--- src/rtl/kwdt_pkg.sv ---
package kwdt_pkg;
  localparam int SEL_W = 3;
  localparam int CNT_W = 8;
  localparam logic [7:0] KEY_CNT = 8'h5A;
  localparam logic [7:0] KEY_CSR = 8'hA5;
  localparam logic [7:0] OFS_CNT = 8'h08;
  localparam logic [7:0] OFS_CSR = 8'h0C;

  typedef enum logic [1:0] {
    SZ_BYTE = 2'd0,
    SZ_HALF = 2'd1,
    SZ_WORD = 2'd2
  } acc_size_e;

  typedef struct packed {
    logic             en;
    logic             wd_mode;
    logic             flag;
    logic [SEL_W-1:0] sel;
  } ctl_t;
endpackage

--- src/rtl/kwdt_prescaler.sv ---
module kwdt_prescaler #(
  parameter int SEL_W = 3,
  parameter int STEP  = 1
) (
  input  logic             clk,
  input  logic             rst_n,
  input  logic             en,
  input  logic [SEL_W-1:0] sel,
  output logic             tick
);
  localparam int PRE_W = STEP * ((1 << SEL_W) - 1);

  logic [PRE_W-1:0] pre_q;
  logic [PRE_W-1:0] mask;

  always_ff @(posedge clk or negedge rst_n) begin
    if (!rst_n) pre_q <= '0;
    else        pre_q <= pre_q + 1'b1;
  end

  always_comb begin
    for (int i = 0; i < PRE_W; i++)
      mask[i] = (i < (int'(sel) * STEP));
  end

  assign tick = en && (&(pre_q | ~mask));
endmodule

--- src/rtl/kwdt_keydec.sv ---
module kwdt_keydec
  import kwdt_pkg::*;
(
  input  logic        wr_en,
  input  logic [1:0]  wr_size,
  input  logic [7:0]  wr_addr,
  input  logic [15:0] wr_data,
  output logic        cnt_we,
  output logic        csr_we
);
  logic half_ok;

  assign half_ok = wr_en && (wr_size == SZ_HALF);
  assign cnt_we  = half_ok && (wr_addr == OFS_CNT) && (wr_data[15:8] == KEY_CNT);
  assign csr_we  = half_ok && (wr_addr == OFS_CSR) && (wr_data[15:8] == KEY_CSR);
endmodule

--- src/rtl/kwdt_counter.sv ---
module kwdt_counter #(
  parameter int CNT_W = 8
) (
  input  logic             clk,
  input  logic             por_n,
  input  logic             tick,
  input  logic             load,
  input  logic [CNT_W-1:0] load_val,
  output logic [CNT_W-1:0] cnt,
  output logic             wrap
);
  localparam logic [CNT_W-1:0] CNT_MAX = '1;

  always_ff @(posedge clk or negedge por_n) begin
    if (!por_n)    cnt <= '0;
    else if (load) cnt <= load_val;
    else if (tick) cnt <= cnt + 1'b1;
  end

  assign wrap = tick && !load && (cnt == CNT_MAX);
endmodule

--- src/rtl/kwdt_top.sv ---
module kwdt_top
  import kwdt_pkg::*;
#(
  parameter int STEP = 1
) (
  input  logic        clk,
  input  logic        por_n,
  input  logic        sys_rst_n,
  input  logic        wr_en,
  input  logic [1:0]  wr_size,
  input  logic [7:0]  wr_addr,
  input  logic [15:0] wr_data,
  input  logic [7:0]  rd_addr,
  output logic [7:0]  rd_data,
  output logic        rst_req,
  output logic        irq
);
  logic             rst_n;
  logic             cnt_we, csr_we, tick, wrap;
  logic [CNT_W-1:0] cnt;
  ctl_t             ctl_q;

  assign rst_n = por_n & sys_rst_n;

  kwdt_keydec u_dec (
    .wr_en   (wr_en),
    .wr_size (wr_size),
    .wr_addr (wr_addr),
    .wr_data (wr_data),
    .cnt_we  (cnt_we),
    .csr_we  (csr_we)
  );

  kwdt_prescaler #(.SEL_W(SEL_W), .STEP(STEP)) u_pre (
    .clk   (clk),
    .rst_n (rst_n),
    .en    (ctl_q.en),
    .sel   (ctl_q.sel),
    .tick  (tick)
  );

  kwdt_counter #(.CNT_W(CNT_W)) u_cnt (
    .clk      (clk),
    .por_n    (por_n),
    .tick     (tick),
    .load     (cnt_we),
    .load_val (wr_data[CNT_W-1:0]),
    .cnt      (cnt),
    .wrap     (wrap)
  );

  always_ff @(posedge clk or negedge rst_n) begin
    if (!rst_n) begin
      ctl_q   <= '0;
      rst_req <= 1'b0;
    end else begin
      rst_req <= wrap && ctl_q.wd_mode;
      if (csr_we) begin
        ctl_q.en      <= wr_data[7];
        ctl_q.wd_mode <= wr_data[6];
        ctl_q.sel     <= wr_data[SEL_W-1:0];
        ctl_q.flag    <= wrap | (ctl_q.flag & wr_data[3]);
      end else begin
        ctl_q.flag    <= ctl_q.flag | wrap;
      end
    end
  end

  assign irq = ctl_q.flag && !ctl_q.wd_mode;

  always_comb begin
    case (rd_addr)
      OFS_CNT: rd_data = cnt;
      OFS_CSR: rd_data = {ctl_q.en, ctl_q.wd_mode, 2'b00, ctl_q.flag, ctl_q.sel};
      default: rd_data = '0;
    endcase
  end
endmodule

--- config.mk ---
export PLATFORM = sky130hd
export DESIGN_NAME = kwdt_top
export DESIGN_NICKNAME = d
export VERILOG_FILES = /design/src/rtl/kwdt_pkg.sv /design/src/rtl/kwdt_prescaler.sv /design/src/rtl/kwdt_keydec.sv /design/src/rtl/kwdt_counter.sv /design/src/rtl/kwdt_top.sv
export SDC_FILE = /design/constraint.sdc
export NUM_CORES = 1
export LEC_CHECK = 0
export BUFFER_PORTS_ARGS = -buffer_cell sky130_fd_sc_hd__buf_4
export CAP_MARGIN = 0
export CORE_MARGIN = 4
export CORE_UTILIZATION = 50
export CTS_CLUSTER_DIAMETER = 120
export DETAILED_ROUTE_END_ITERATION = 7
export PLACE_DENSITY = 0.8
export SETUP_SLACK_MARGIN = 0.2
export SYNTH_ARGS = -nofsm -noshare
export SYNTH_HDL_FRONTEND = slang
export SYNTH_SLANG_ARGS = --single-unit
--- constraint.sdc ---
create_clock -name clk -period 4.7 [get_ports clk]
set_input_delay 0 -clock clk [delete_from_list [all_inputs] [get_ports clk]]
set_output_delay 0 -clock clk [all_outputs]
set_load 0.03 [all_outputs]
==> run_results.csv <==
group,metric,value,unit
cts,cts.repair.resized,0,
logic_synthesis,synth_fp_nets,186,
timing,relSlewSlack,58.58,%
timing,setup_tns,0,ns
timing,max_clock_freq,520.6,MHz
detailed_routing,routed-via-count,1358,
setup_path,timing.critical_path.from_type,"register",
global_routing,gr-total-overflow,0,
setup_path,timing.rr.start,"ctl_q[2]$_DFFE_PN0N_",
logic_synthesis,dominant_combinational_cell_family_by_area_after_synthesis,"simple AND/OR/NAND/NOR gates",
power_and_ir_drop,power.share.sequential,49.7,%
detailed_routing,drt-initial-drc-count,49,
timing,final.hold.worst_slack,0.06254,ns
setup_path,timing.critical_path.from,"ctl_q[2]$_DFFE_PN0N_",
logic_synthesis,synth_compound_area_share,9.817,%
global_routing,grt_usage,22.65,%
logic_synthesis,synth_enable_flop_cells,0,
cts,cts.reportedPaths.clkPinSlew,0.13,ns
detailed_routing,drc,0,
placement,portbufs,47,
setup_path,setup.worst_path.class,"register to register",
logic_synthesis,post_synth_num_cell_types,43,
timing,final_max_slew_viol_count,0,
logic_synthesis,synth_seq_cells,22,
power_and_ir_drop,irDropWorstVdd,0.2038,mV
detailed_routing,avgViaCountPerCell,5.853,
logic_synthesis,synth_largest_type_area_fraction,40.37,%
cts,cts_tree,"yes",
setup_path,worst-r2r-setup-slack,2.78,ns
logic_synthesis,ys_warn_count,0,
cts,cts.path.max_buffers,2,
floorplanning,die_h,60.23,microns
timing,fin_crit_sh,40.87,%
timing,final.setup_skew,0.003099,ns
cts,clkLatencyLatePin,0.31,ns
layout,final_nets,243,
layout,area_growth_syn_to_layout,37.80,%
logic_synthesis,proportion_of_register_bits_with_asynchronous_set_or_reset_after_synthesis,100.0,%
setup_path,number_of_cell_instances_on_the_worst_register_to_register_path,5,
status,run_status,"completed",
setup_path,cp.required,4.94,ns
cts,htree_levels,1,
logic_synthesis,synthMuxAreaShare,7.706,%
layout,drive_gt1_share,29.21,%
setup_path,critical_path.max_stage_delay,0.59,ns
logic_synthesis,post_synth_and_or_nand_nor_area_fraction,33.94,%
power_and_ir_drop,clock_power_share,38.4,%
layout,antenna_cells_inserted,0,
floorplanning,effective_utilization_at_floorplan,53.59,%
setup_path,critical_path.reg2reg.endpoint,"u_cnt.cnt[3]$_DFFE_PN0P_",
cts,root_buffer,"clkbuf_4",
detailed_routing,drtAntennaViolNets,0,
timing,timing_worst_slew_pin_value,0.6213,ns
power_and_ir_drop,pwr_density_cell,202.9,nW/um^2
logic_synthesis,syn_inst,146,
timing,layout_min_cycle_time,1.921,ns
power_and_ir_drop,pwr-share-comb,12.0,%
setup_path,worstPathMaxFanout,11,
logic_synthesis,syn_area,1364,sq um
detailed_routing,detailedRoute.firstPassIterationCount,5,
placement,hpwlAfterDp,2872,microns
logic_synthesis,yosys.area_share.adder,1.835,%
cts,cts-buffers-inserted,3,
floorplanning,die_span_in_x,60.23,microns
min_path,worst_hold_path_type,"input pin to async pin",
cts,numClockSinks,22,
floorplanning,core_region_area,2545,sq um
logic_synthesis,netlist.top_cell.by_area,"dfrtp_1",
global_routing,antenna_violations_before_repair,0,
detailed_routing,average_routed_wire_per_standard_cell,16.22,microns
flow_run,max_cap_violations,0,
cts,post-cts-setup-buffer-count,0,
logic_synthesis,synth_area_leaders,"dfrtp_1 40%, nand3_1 5.1%, mux2i_1 4.4%",
power_and_ir_drop,cell_internal_pwr,305.4,uW
power_and_ir_drop,power.share.switching,19.93,%
placement,gpl.final_weighted_congestion,0.8877,
setup_path,sequence_of_cells_on_the_critical_path,"a21boi_1 > o21ai_1 > nand3_1 > or4_1 > a31oi_1",
logic_synthesis,avgSynthCellArea,9.341,sq um
timing,hold_viol_final,0,
floorplanning,num_rows,18,
setup_path,timing.critical_path.arrival,2.16,ns
power_and_ir_drop,total_switching_power,76.01,uW
logic_synthesis,synth_xor_xnor_area_share,3.211,%
setup_path,cp-end-kind,"register",
timing,rsz0062_at_grt,"no",
global_routing,vias_in_the_first_global_route,1318,
timing,setup_viol,0,
global_routing,grt_pass1_wl,6099,microns
global_routing,pin_count_of_the_biggest_net_entering_global_routing,15,
logic_synthesis,seq_area_frac_synth,40.37,%
logic_synthesis,dominant_synthesized_flop_cell,"dfrtp_1",
floorplanning,die-area,3627,sq um
setup_path,worst_path_max_delay_cell,"or4_1",
detailed_routing,route.final.wire_length,3764,microns
floorplanning,pin_count,48,
power_and_ir_drop,leakage_power_summed_over_all_cells,0.8503,nW
-- layout by cell type (no fill, tap or decap), types with 3 or more instances in the layout --
cell           netlist  layout
dfrtp_1             22      22
a31oi_1              4       4
nor2_1              14      14
buf_4                0      47
xor2_1               3       3
clkbuf_4             0       3
nor3_1               4       4
mux2i_1              6       6
mux2_2               4       4
nor2b_1              3       3
dlygate4sd3_1        0      10
nand4b_1             3       3
o31ai_1              3       3
nand2_1             14      14
or4_1                3       3
inv_1                4       4
nand3_1             14      14
-- state kept, by name, summed over array words and instances, names as in the netlist --
signal       count
ctl_q            6
rst_req          1
u_cnt.cnt        8
u_pre.pre_q      7
-- repair_timing --
item / in CTS / in global routing
hold buffers: 10 / 0
endpoints found under the setup margin: 0 / 0
endpoints found under the hold margin: 35 / 0
-- per-stage QoR --
stage	util, %	power, mW	setup WS [ns]	std cells	area [sq um]
after CTS	73.84	0.3834	2.779	232	1879
after floorplan	-	0.2035	3.083	146	1364
final	73.84	0.3814	2.779	232	1879
after detailed placement	67.85	0.2323	2.837	218	1727
after global placement	67.85	0.2308	2.931	218	1727
after global routing	73.84	0.3943	2.607	232	1879
-- cell families after synthesis --
logic type,after synthesis
and+or+nand+nor,79
AOI/OAI and AO/OA,19
muxes,10
buffers and inverters,9
DFF,22
xor gates and xnor gates,5
adders and majority gates,2
-- synth_stat cells (3+ instances only) --
cell type   n
dfrtp_1    22
mux2i_1     6
clkbuf_1    3
xor2_1      3
nand3_1    14
mux2_2      4
nand2_1    14
nor2b_1     3
or4_1       3
nand4b_1    3
o31ai_1     3
nor3_1      4
a31oi_1     4
inv_1       4
nor2_1     14
-- final cells by class --
cell class                 instances  area, sq um
clock inverter                     1        30.03
inverter                           4        15.01
sequential                        22        550.5
multi-input combinational        115        770.7
timing repair buffer              57        452.9
fill                             199        665.6
clock buffer                       3        22.52
tap                               30        37.54
-- power groups by stage --
| stage | combinational, mW | clock [mW] | sequential [mW] |
|---|---|---|---|
| floorplan | 0.0105 | 0 | 0.193 |
| global placement | 0.0378 | 0 | 0.193 |
| detailed placement | 0.0392 | 0 | 0.193 |
| CTS | 0.0458 | 0.148 | 0.189 |
| global route | 0.0496 | 0.155 | 0.189 |
| finish | 0.0456 | 0.146 | 0.189 |
-- how the worst max path moves through the flow --
stage | slack (ns) | end | cells after the start
4_1_cts | 2.78 | u_cnt.cnt[3]$_DFFE_PN0P_ | 5
5_1_grt | 2.61 | u_cnt.cnt[3]$_DFFE_PN0P_ | 5
3_3_place_gp | 2.93 | u_cnt.cnt[7]$_DFFE_PN0P_ | 5
3_5_place_dp | 2.84 | u_cnt.cnt[3]$_DFFE_PN0P_ | 5
2_1_floorplan | 3.08 | u_cnt.cnt[2]$_DFFE_PN0P_ | 6
6_report | 2.78 | u_cnt.cnt[3]$_DFFE_PN0P_ | 5
-- worst max-delay path: cells and delay by family (launching register included) --
family / cells / cell delay, ns
and+or+nand+nor: 2 / 0.90
AOI/OAI and AO/OA: 3 / 0.50
DFF: 1 / 0.45
-- metal layers --
layer / routed length [microns] / up-vias / track usage (%)
met5: 0 / - / 0
met4: 80 / 0 / 8.544
met3: 305 / 8 / 2.808
met2: 1843 / 71 / 38.58
met1: 1534 / 627 / 29.03
li1: - / 652 / -
Note: power is estimated with default switching activity, not from simulation.
